### src/rtl/bytecmd_filter_pkg.sv
package bytecmd_filter_pkg;

    // Number of recognised control words and their index in the match vector.
    localparam int NUM_CMDS  = 2;
    localparam int CMD_ERASE = 0;
    localparam int CMD_DONE  = 1;

    // Scan state machine.
    typedef enum logic [1:0] {
        ST_FILL  = 2'd0,
        ST_ARMED = 2'd1,
        ST_HIT   = 2'd2
    } scan_state_t;

endpackage

### src/rtl/bytecmd_delay.sv
// Fixed-latency delay line: shifts every clock, with a valid bit per stage.
// Purge clears every valid bit, including the one being loaded.
module bytecmd_delay #(
    parameter int DATA_W = 8,
    parameter int DEPTH  = 8
) (
    input  logic                             clk,
    input  logic                             rst,
    input  logic [DATA_W-1:0]                in_data,
    input  logic                             in_valid,
    input  logic                             purge,
    output logic [DEPTH-2:0][DATA_W-1:0]     hist_data,
    output logic [DATA_W-1:0]                out_data,
    output logic                             out_valid
);

    logic [DEPTH-1:0][DATA_W-1:0] tap_data;
    logic [DEPTH-1:0]             tap_vld;

    always_ff @(posedge clk) begin
        if (rst) begin
            tap_data <= '0;
            tap_vld  <= '0;
        end else begin
            tap_data <= {tap_data[DEPTH-2:0], in_data};
            tap_vld  <= {tap_vld[DEPTH-2:0], in_valid} & {DEPTH{~purge}};
        end
    end

    assign hist_data = tap_data[DEPTH-2:0];
    assign out_data  = tap_data[DEPTH-1];
    assign out_valid = tap_vld[DEPTH-1];

endmodule

### src/rtl/bytecmd_match.sv
// Compares the newest byte together with the held history against each
// control word. hist[0] is the most recent held byte, so the oldest byte
// lands in the most significant position of the window.
module bytecmd_match #(
    parameter int DATA_W     = 8,
    parameter int WORD_BYTES = 8,
    parameter int NUM_CMDS   = 2,
    parameter logic [NUM_CMDS*DATA_W*WORD_BYTES-1:0] CMD_TABLE = '0
) (
    input  logic [WORD_BYTES-2:0][DATA_W-1:0] hist,
    input  logic [DATA_W-1:0]                 newest,
    output logic [NUM_CMDS-1:0]               hit
);

    localparam int WORD_W = DATA_W * WORD_BYTES;

    logic [WORD_W-1:0] window;

    assign window = {hist, newest};

    for (genvar c = 0; c < NUM_CMDS; c++) begin : g_cmp
        assign hit[c] = (window == CMD_TABLE[c*WORD_W +: WORD_W]);
    end

endmodule

### src/rtl/bytecmd_filter.sv
module bytecmd_filter
    import bytecmd_filter_pkg::*;
#(
    parameter int DATA_W     = 8,
    parameter int WORD_BYTES = 8,
    parameter logic [DATA_W*WORD_BYTES-1:0] ERASE_WORD = 64'hD5D5_D5D5_FCFC_FCFC,
    parameter logic [DATA_W*WORD_BYTES-1:0] DONE_WORD  = 64'hA5A5_A5A5_BCBC_BCBC
) (
    input  logic              clk,
    input  logic              rst,
    input  logic [DATA_W-1:0] s_byte,
    input  logic              s_valid,
    output logic [DATA_W-1:0] m_byte,
    output logic              m_valid,
    output logic              clr_rdaddr,
    output logic              store_done
);

    localparam int WORD_W = DATA_W * WORD_BYTES;
    localparam int RUN_W  = $clog2(WORD_BYTES);
    localparam logic [RUN_W-1:0] RUN_ARM = RUN_W'(WORD_BYTES - 1);
    localparam logic [RUN_W-1:0] RUN_PRE = RUN_W'(WORD_BYTES - 2);
    localparam logic [NUM_CMDS*WORD_W-1:0] CMD_TABLE = {DONE_WORD, ERASE_WORD};

    scan_state_t                        state, state_nx;
    logic [RUN_W-1:0]                   run, run_nx;
    logic [WORD_BYTES-2:0][DATA_W-1:0]  hist;
    logic [NUM_CMDS-1:0]                hit;
    logic                               fire;
    logic                               clr_q, done_q;

    bytecmd_delay #(
        .DATA_W (DATA_W),
        .DEPTH  (WORD_BYTES)
    ) u_delay (
        .clk       (clk),
        .rst       (rst),
        .in_data   (s_byte),
        .in_valid  (s_valid),
        .purge     (fire),
        .hist_data (hist),
        .out_data  (m_byte),
        .out_valid (m_valid)
    );

    bytecmd_match #(
        .DATA_W     (DATA_W),
        .WORD_BYTES (WORD_BYTES),
        .NUM_CMDS   (NUM_CMDS),
        .CMD_TABLE  (CMD_TABLE)
    ) u_match (
        .hist   (hist),
        .newest (s_byte),
        .hit    (hit)
    );

    // A word completes only when seven consecutive valid bytes are held.
    assign fire = (state == ST_ARMED) && s_valid && (|hit);

    // Next state: run counts consecutive valid bytes sitting in the line.
    always_comb begin
        state_nx = state;
        run_nx   = run;
        unique case (state)
            ST_FILL: begin
                if (!s_valid) begin
                    run_nx = '0;
                end else if (run == RUN_PRE) begin
                    run_nx   = RUN_ARM;
                    state_nx = ST_ARMED;
                end else begin
                    run_nx = run + 1'b1;
                end
            end
            ST_ARMED: begin
                if (!s_valid) begin
                    run_nx   = '0;
                    state_nx = ST_FILL;
                end else if (|hit) begin
                    run_nx   = '0;
                    state_nx = ST_HIT;
                end
            end
            ST_HIT: begin
                state_nx = ST_FILL;
                run_nx   = s_valid ? RUN_W'(1) : '0;
            end
            default: begin
                state_nx = ST_FILL;
                run_nx   = '0;
            end
        endcase
    end

    // State register.
    always_ff @(posedge clk) begin
        if (rst) begin
            state <= ST_FILL;
            run   <= '0;
        end else begin
            state <= state_nx;
            run   <= run_nx;
        end
    end

    // Side-band pulse outputs.
    always_ff @(posedge clk) begin
        if (rst) begin
            clr_q  <= 1'b0;
            done_q <= 1'b0;
        end else begin
            clr_q  <= fire & hit[CMD_ERASE];
            done_q <= fire & hit[CMD_DONE];
        end
    end

    assign clr_rdaddr = clr_q;
    assign store_done = done_q;

    // the two pulses never coincide
    a_r9_pulses_exclusive: assert property (@(posedge clk) disable iff (rst)
        !(clr_rdaddr && store_done));

    // each pulse is a single cycle wide
    a_r9_clear_one_cycle: assert property (@(posedge clk) disable iff (rst)
        clr_rdaddr |=> !clr_rdaddr);

    a_r9_done_one_cycle: assert property (@(posedge clk) disable iff (rst)
        store_done |=> !store_done);

    // a pulse cycle never carries a word byte on the data output
    a_r5_no_word_leak: assert property (@(posedge clk) disable iff (rst)
        (clr_rdaddr || store_done) |-> !m_valid);

    // a pulse follows a cycle in which a valid byte was taken
    a_r6_pulse_after_valid: assert property (@(posedge clk) disable iff (rst)
        (clr_rdaddr || store_done) |-> $past(s_valid));

    // a match is never followed by another match on the next byte
    a_r8_no_hit_repeat: assert property (@(posedge clk) disable iff (rst)
        (state == ST_HIT) |=> (state != ST_HIT));

    // the cycle after a reset edge is quiet
    a_r1_reset_quiet: assert property (@(posedge clk)
        $past(rst) |-> (!m_valid && !clr_rdaddr && !store_done));

endmodule

### config.mk
export PLATFORM = sky130hd
export DESIGN_NAME = bytecmd_filter
export DESIGN_NICKNAME = d
export VERILOG_FILES = /design/src/rtl/bytecmd_filter_pkg.sv /design/src/rtl/bytecmd_delay.sv /design/src/rtl/bytecmd_match.sv /design/src/rtl/bytecmd_filter.sv
export SDC_FILE = /design/constraint.sdc
export NUM_CORES = 1
export LEC_CHECK = 0
export ABC_AREA = 0
export BUFFER_PORTS_ARGS = -buffer_cell sky130_fd_sc_hd__buf_4
export CAP_MARGIN = 10
export CORE_MARGIN = 2
export CORE_UTILIZATION = 35
export DETAILED_ROUTE_END_ITERATION = 8
export GPL_TIMING_DRIVEN = 0
export PLACE_DENSITY = 0.54
export SYNTH_ARGS = -nofsm -noshare
export SYNTH_HDL_FRONTEND = slang
export SYNTH_SLANG_ARGS = --single-unit
### constraint.sdc
create_clock -name clk -period 3.6 [get_ports clk]
set_input_delay 0.54 -clock clk [delete_from_list [all_inputs] [get_ports clk]]
set_output_delay 0.54 -clock clk [all_outputs]
set_load 0.1 [all_outputs]
Yosys cells after proc, flatten, opt, wreduce, memory -nomap -nowiden
Index checks and enable logic that the tools add are counted.
{"block": "op_classes", "addsub": 1, "mul": 0, "n_eq_ne": 8, "n_lt_le_gt_ge": 0, "n_bitwise": 4, "shift": 0, "n_mux": 11, "n_reduce_logical": 5, "div": 0}
{"operator": "$eq A64 B64 Y1 const B", "n": 2}
{"operator": "$mux W3", "n": 4}
{"operator": "$pmux W3 S3", "n": 1}
{"operator": "$and A8 B8 Y8", "n": 1}
{"operator": "$mux W2", "n": 4}
{"operator": "$ne A2 B2 Y1 const B", "n": 2}
{"operator": "$pmux W2 S2", "n": 1}
{"operator": "$add A3 B1 Y3 const B", "n": 1}
{"operator": "$eq A3 B3 Y1 const B", "n": 1}
{"operator": "$ne A3 B2 Y1 const B", "n": 1}
{"operator": "$reduce_and A3 Y1", "n": 1}
{"operator": "$and A1 B1 Y1", "n": 2}
{"operator": "$eq A2 B1 Y1 const B", "n": 1}
{"operator": "$eq A2 B2 Y1 const B", "n": 1}
{"operator": "$logic_and A1 B1 Y1", "n": 2}
{"operator": "$logic_not A2 Y1", "n": 1}
{"operator": "$reduce_or A2 Y1", "n": 1}
{"operator": "$mux W1", "n": 1}
{"operator": "$not A1 Y1", "n": 1}
{"block": "word_totals", "latch_bits": 0, "inputBits": 11, "ram_bits": 0, "wordCells": 42, "rom_bits": 0, "memories": 0, "register_bits": 79}

Logic depth before layout (Yosys ltp)
Gate-level depths: netlist of the first run.
{"block": "logic_depth", "ltp_word": 5, "ltp_mapped": 5}

Cells and area by module
From an unflattened synthesis of the first run, not the netlist that was laid out.
{"block": "hier_totals", "cells_unflattened": 214, "area_unflattened_um2": 2556.2}
{"module": "bytecmd_delay", "cells_per_inst": 153, "area_per_inst_um2": 1993.2, "n_inst": 1}
{"module": "bytecmd_filter", "cells_per_inst": 34, "area_per_inst_um2": 320.3, "n_inst": 1}
{"module": "bytecmd_match", "cells_per_inst": 27, "area_per_inst_um2": 242.7, "n_inst": 1}

Least setup slack after synthesis of the first run
OpenSTA, ideal clock, no wires.
{"block": "synth_path", "path_kind": "input to register", "start": "in s_byte[1]", "end": "reg u_delay.tap_vld[0]", "arrival_ns": 1.730, "setup_slack_ns": 1.755, "stages": 5, "path_buffers": 0, "required_ns": 3.485, "setup_time_ns": 0.115, "cell_sequence": "or4b_1 -> nor3_2 -> and4_4 -> a41oi_4 -> and2_1"}
{"block": "synth_between", "elab_chain_len": 5, "elab_cells_between_ends": 6}
{"element": "from (decl)", "line_no": "bytecmd_filter.sv:11", "rtl": "input logic [DATA_W-1:0] s_byte,"}
{"element": "$eq A64 B64 Y1", "line_no": "bytecmd_match.sv:22", "rtl": "assign hit[c] = (window == CMD_TABLE[c*WORD_W +: WORD_W]);"}
{"element": "$reduce_or A2 Y1 (*)", "line_no": "bytecmd_filter.sv:58", "rtl": "assign fire = (state == ST_ARMED) && s_valid && (|hit);"}
{"element": "$logic_and A1 B1 Y1 (*)", "line_no": "bytecmd_filter.sv:58"}
{"element": "$not A1 Y1 (*)", "line_no": "bytecmd_delay.sv:26", "rtl": "tap_vld <= {tap_vld[DEPTH-2:0], in_valid} & {DEPTH{~purge}};"}
{"element": "$and A8 B8 Y8 (*)", "line_no": "bytecmd_delay.sv:26"}
{"element": "to (signal assigned)", "line_no": "bytecmd_delay.sv:26"}
{"element": "to (decl)", "line_no": "bytecmd_delay.sv:18", "rtl": "logic [DEPTH-1:0] tap_vld;"}
Mark *: on every way between the ends. The rest lies on a longest branch, timed or not.
A chain may end at the register's enable or synchronous reset.

Worst setup path after layout of the first run
{"block": "layout_path", "start": "reg u_delay.tap_data, in the netlist u_delay.hist_data[16]", "end": "reg u_delay.tap_vld[3]"}
{"block": "layout_between", "elab_chain_len": 5, "elab_cells_between_ends": 6}
{"element": "from (decl)", "line_no": "bytecmd_delay.sv:17", "rtl": "logic [DEPTH-1:0][DATA_W-1:0] tap_data;"}
{"element": "from (signal assigned)", "line_no": "bytecmd_delay.sv:25", "rtl": "tap_data <= {tap_data[DEPTH-2:0], in_data};"}
{"element": "$eq A64 B64 Y1", "line_no": "bytecmd_match.sv:22"}
{"element": "$reduce_or A2 Y1 (*)", "line_no": "bytecmd_filter.sv:58"}
{"element": "$logic_and A1 B1 Y1 (*)", "line_no": "bytecmd_filter.sv:58"}
{"element": "$not A1 Y1 (*)", "line_no": "bytecmd_delay.sv:26"}
{"element": "$and A8 B8 Y8 (*)", "line_no": "bytecmd_delay.sv:26"}
Marked as above.

==> results.md, run 1 <==
- Hpwl dp: 3410 um
- Initial Utilization: 36.2%
- R2R setup slack: 1.67 ns
- Final Max Slew Viols: 0
- Cells after Synth: 233
- CTS tree: done
- Synth unique cells: 40
- Status: finished, final reports clean
- Worst EP arrival: 2.17 ns
- Worst-path clk slew: 0.08 ns
- Pre-CTS setup slack: 1.51 ns
- I/O pin total: 22
- Crit-path max FO: 8
- Worst-margin pin slew: 0.642 ns
- Number of cell rows: 31
- Core Util, Final: 42.8%
- Fmax: 518 MHz
- Layout cells sized above 1: 16.7%
- Post-CTS Hold Buffers: 0
- Wire per inst: 12.6 um
- Max cap viols: 0
- Final worst setup slack: 1.67 ns
- Worst setup SP type: flop
- Total CTS buffers: 9
- Total track usage: 12.1%
- DRT Wirelength: 4630 um
- Post-route DRC: 0
- Hold Path Class: input port to flop
- Syn Nets: 246
- First-pass detailed-route iteration total: 6
- Met2 wire length: 2140 um
- Top area cells in the synthesized netlist: dfxtp_1 60%, nor2b_1 15%, and2_1 2.1%
- Dominant synthesized flop cell: dfxtp_1
- Initial antenna violation count: 0
- Crit end category: flop
- VDD IR max: 0.280 mV
- Leakage power: 1.15 nW
- Metal-1 WL: 2190 um
- Core Area: 0.00725 sq mm
- Die H: 90.6 um
- Clk sink count: 79
- Fin nets: 278
- Vias after detailed routing: 1696
- Setup TNS: 0 ns
- Met3 WL: 240 um
- Post-CTS Setup Bufs: 0
- Relative max-transition margin: 56.8%
- Synthesized area: 0.00263 sq mm
- Drt via density: 4.60
- CTS max path bufs: 2
- Synthesis-stage register bit count: 79
- Initial DRC count: 49
- Min Tclk post-route: 1.93 ns
- Post-route ant nets: 0
- Clock latency on the worst-skew pair: 0.34 ns
- Fin crit share: 53.7%
- RSZ-0062 raised after global routing: no
- Async set or reset register ratio after synthesis: 0%
- CTS-repair resized insts: 0
- Top-area cell type share of the netlist area: 60.2%
- Synth area leader: dfxtp_1
- Yosys warns: 0
- Syn avg cell area: 11.3 sq um
- Area grow syn2layout: 18.2%
- Register area share after synthesis: 60.2%
- Placer Congestion: 0.800
- Chip width: 90.6 um
- Largest net degree at the start of global routing: 14
- Highest routed layer: met4
- Final Setup Violations: 0
- Cell Pwr Density: 513 mW/mm^2
- Clock Skew: 0.00434 ns
- # diodes: 0
- Die footprint: 0.00822 sq mm
- CP Data Required Time: 3.83 ns
- Buffers added on ports: 21
- Final hold vios: 0
- Clock Tree Root: clkbuf_8
- Post-synth EDFFs: 0
- H-tree levels: 3
- First-pass GRT wire length: 7610 um
- Grt ovf: 0
- Vias in the first global route: 1537
- CP Class: flop to flop
[metal layers]
layer | track usage, % | vias up
met5 | 0 | -
met4 | 3.85 | 0
met3 | 4.76 | 8
met2 | 18.6 | 36
met1 | 15.7 | 788
li1 | - | 864
[critical path, stage by stage, from the launching register on]
cell	delay, ns
dfxtp_1	0.31
nand4bb_1	0.18
nor4_1	0.59
and4_4	0.38
a41oi_4	0.16
and2_1	0.21
[final cells by class]
class / count / area [sq um]
Buffer: 7 / 26.3
Clock buffer: 10 / 138
Clock inverter: 6 / 60.1
Fill cell: 735 / 4150
Inverter: 1 / 3.75
Multi-Input combinational cell: 146 / 1020
Sequential cell: 79 / 1580
Tap cell: 99 / 124
Timing Repair Buffer: 21 / 158
[final timing paths]
kind	depth (start not counted)	to	start
setup / recovery	5	u_delay.tap_vld[3]$_SDFF_PP0_	u_delay.hist_data[16]$_SDFF_PP0_
hold / removal	2	u_delay.tap_vld[0]$_SDFF_PP0_	s_valid
setup reg to reg	5	u_delay.tap_vld[3]$_SDFF_PP0_	u_delay.hist_data[16]$_SDFF_PP0_
hold reg to reg	1	u_delay.tap_vld[1]$_SDFF_PP0_	u_delay.tap_vld[0]$_SDFF_PP0_
[cell usage after synthesis, types with 2 or more instances]
| library cell | n |
|---|---|
| and4b_1 | 2 |
| nand2b_1 | 4 |
| nor4b_1 | 2 |
| and3_1 | 4 |
| nor2b_1 | 64 |
| nand2_1 | 9 |
| nor2_1 | 5 |
| nor4_1 | 6 |
| nand4bb_1 | 3 |
| and2_1 | 9 |
| or4bb_1 | 2 |
| clkbuf_1 | 7 |
| nand4_1 | 6 |
| ha_1 | 2 |
| nand3b_1 | 2 |
| dfxtp_1 | 79 |
| nand4b_1 | 4 |
[placed cells by master, fill, tap and decap left out, types with 2 or more instances in the layout]
master,count
and2_1,9
and3_1,4
and4b_1,2
buf_4,21
clkbuf_1,7
clkbuf_8,10
clkinv_2,3
clkinvlp_4,2
dfxtp_1,79
ha_1,2
nand2_1,9
nand2b_1,4
nand3b_1,2
nand4_1,6
nand4b_1,4
nand4bb_1,3
nor2_1,5
nor2b_1,64
nor4_1,6
nor4b_1,2
or4bb_1,2
[state kept, by name, summed over array words and instances (netlist names)]
name and cells:
u_delay.hist_data 56, u_delay.out_data 8, u_delay.tap_vld 8, run 3, state 2, clr_rdaddr 1
store_done 1
[through the flow]
| step | instance area, sq um | power [mW] | hold slack, ns | instances |
|---|---|---|---|---|
| finish | 3110 | 1.59 | 0.419 | 369 |
| CTS | 3110 | 1.62 | 0.404 | 369 |
| global route | 3110 | 1.66 | 0.400 | 369 |
| floorplan | 2630 | 0.948 | 0.406 | 233 |
| global placement | 2910 | 0.971 | 0.410 | 353 |
| detailed placement | 2910 | 0.972 | 0.417 | 353 |
[cells by family (layout without fill, tap and decap cells)]
| kind of cell | Yosys count | count (layout) | synth area share (%) |
|---|---|---|---|
| and+or+nand+nor | 133 | 133 | 33.4 |
| adders and majority gates | 2 | 2 | 0.952 |
| AOI/OAI and AO/OA | 11 | 11 | 4.29 |
| buffers and inverters | 8 | 45 | 1.14 |
| DFF | 79 | 79 | 60.2 |
[report_power, final]
group	internal (mW)	switching, mW
clock	0.335	0.310
combinational	0.0232	0.0273
sequential	0.890	0.00866
total	1.25	0.345
Power figures use the tool's default switching activity.
==> inputs of run 2 (changes only) <==
Clock period 3.6 ns to 2 ns, I/O delays scaled along.
==> results.md, run 2 (same netlist as run 1, synthesis figures left out) <==
- Initial DRC count: 44
- Cell Pwr Density: 922 mW/mm^2
- Status: finished, final reports clean
- Fmax: 560 MHz
- I/O pin total: 22
- Initial Utilization: 36.2%
- Post-CTS Hold Buffers: 0
- Sw Pwr: 623 uW
- Bufs and invs on worst path: 0
- Max FFs per register: 56
- Initial antenna violation count: 0
- HP Start: s_valid
- Largest net degree at the start of global routing: 14
- CTS tree: done
- # diodes: 0
- Worst EP arrival: 2.02 ns
- Core Area: 0.00725 sq mm
- Setup TNS: 0 ns
- Crit end category: flop
- Fin crit share: 89.4%
- CTS max path bufs: 2
- CP Class: flop to flop
- Wire per inst: 12.6 um
- Most common cell after layout, fill and taps aside: dfxtp_1
- Filler Cell Count: 733
- VDD IR max: 0.505 mV
- Area grow syn2layout: 18.5%
- Buffers added on ports: 21
- DRT Wirelength: 4650 um
- Chip width: 90.6 um
- Drt via density: 4.59
- Layout cells sized above 1: 17.0%
- Final Setup Violations: 0
- Vias after detailed routing: 1692
- Final Max Slew Viols: 0
- Clock Skew: 0.00408 ns
- First-pass detailed-route iteration total: 6
- Register area: 0.00158 sq mm
- Crit-path max FO: 8
- Post-route ant nets: 0
- Power Internal: 2.25 mW
- Worst setup SP type: flop
- Net Sw Frac: 21.7%
- Total CTS buffers: 9
- Hold Path Class: input port to flop
- CP Data Required Time: 2.23 ns
- Multi-input gate area: 0.00102 sq mm
- Pre-CTS setup slack: 0.0409 ns
- Slowest CP cell: or4b_1
- Relative max-transition margin: 65.9%
- Fin nets: 278
- Final hold vios: 0
- Most frequent cells in the layout: 79 x dfxtp_1, 64 x nor2b_1, 21 x buf_4, 10 x clkbuf_8
- Crit path cell chain: or4b_1 -> nor3_2 -> and4_4 -> a41oi_4 -> and2_1
- CP delay by family, top: simple AND/OR/NAND/NOR gates
- H-tree levels: 3
- CP max stage delay: 0.53 ns
- Placer Congestion: 0.800
- Total track usage: 12.1%
- Post-route DRC: 0
- Clock latency on the worst-skew pair: 0.34 ns
- Clock network power share: 40.5%
- First-pass GRT wire length: 7610 um
- Core Util, Final: 42.9%
- Worst-path clk slew: 0.08 ns
- Number of cell rows: 31
- Power share of the combinational group: 3.2%
- Max cap viols: 0
- Worst-margin pin slew: 0.511 ns
- Clock Tree Root: clkbuf_8
- Vias in the first global route: 1537
- Die footprint: 0.00822 sq mm
- Min Tclk post-route: 1.79 ns
- Clk sink count: 79
- Final worst setup slack: 0.213 ns
- Hpwl dp: 3410 um
- Leakage power: 1.15 nW
- RSZ-0062 raised after global routing: no
- Die H: 90.6 um
- Reg2reg start: u_delay.hist_data[43]$_SDFF_PP0_
- Grt ovf: 0
- Critical Path Source: u_delay.hist_data[43]$_SDFF_PP0_
- Flop pwr share: 56.4%
run 2: area by class of cell:
class | instances | share of cell area (%)
timing repair buffer | 21 | 5.06
tap | 99 | 3.98
multi-input combinational | 146 | 32.8
buffer | 7 | 0.844
clock inverter | 6 | 1.93
inverter | 1 | 0.121
clock buffer | 10 | 4.42
sequential | 79 | 50.8
run 2: path summary, 6_finish.rpt:
path	end	slack (ns)	cells past startpoint
max	u_delay.tap_vld[3]$_SDFF_PP0_	0.21	5
min	u_delay.tap_vld[0]$_SDFF_PP0_	0.18	2
max reg2reg	u_delay.tap_vld[3]$_SDFF_PP0_	0.21	5
min reg2reg	u_delay.tap_vld[1]$_SDFF_PP0_	0.43	1
run 2: layer usage:
layer  part of all wire, %  vias up  GRT usage (%)  routed length, um
met4                   1.3        0           3.85                 62
met1                    48      784           15.7               2210
met3                   5.1        8           4.76                239
met5                     0        -              0                  0
met2                    46       36           18.6               2140
li1                      -      864              -                  -
run 2: per-stage QoR:
step | instances | power [mW] | cell area [sq um] | hold WS [ns]
final | 369 | 2.87 | 3110 | 0.179
after global routing | 369 | 2.99 | 3110 | 0.160
after CTS | 369 | 2.91 | 3110 | 0.164
after detailed placement | 353 | 1.75 | 2910 | 0.417
after global placement | 353 | 1.75 | 2910 | 0.410
after floorplan | 233 | 1.71 | 2630 | 0.406
run 2: repair_timing:
| action | CTS | global route |
|---|---|---|
| endpoints found under the hold margin | 0 | 0 |
| endpoints found under the setup margin | 0 | 8 |
| setup buffers | 0 | 0 |
| resized for setup | 0 | 1 |
run 2: power groups by stage:
stage / Sequential (mW) / Combinational, mW / Clock (mW)
CTS: 1.62 / 0.0945 / 1.20
detailed placement: 1.65 / 0.0944 / 0
floorplan: 1.65 / 0.0538 / 0
finish: 1.62 / 0.0910 / 1.16
global placement: 1.66 / 0.0933 / 0
global route: 1.62 / 0.102 / 1.26
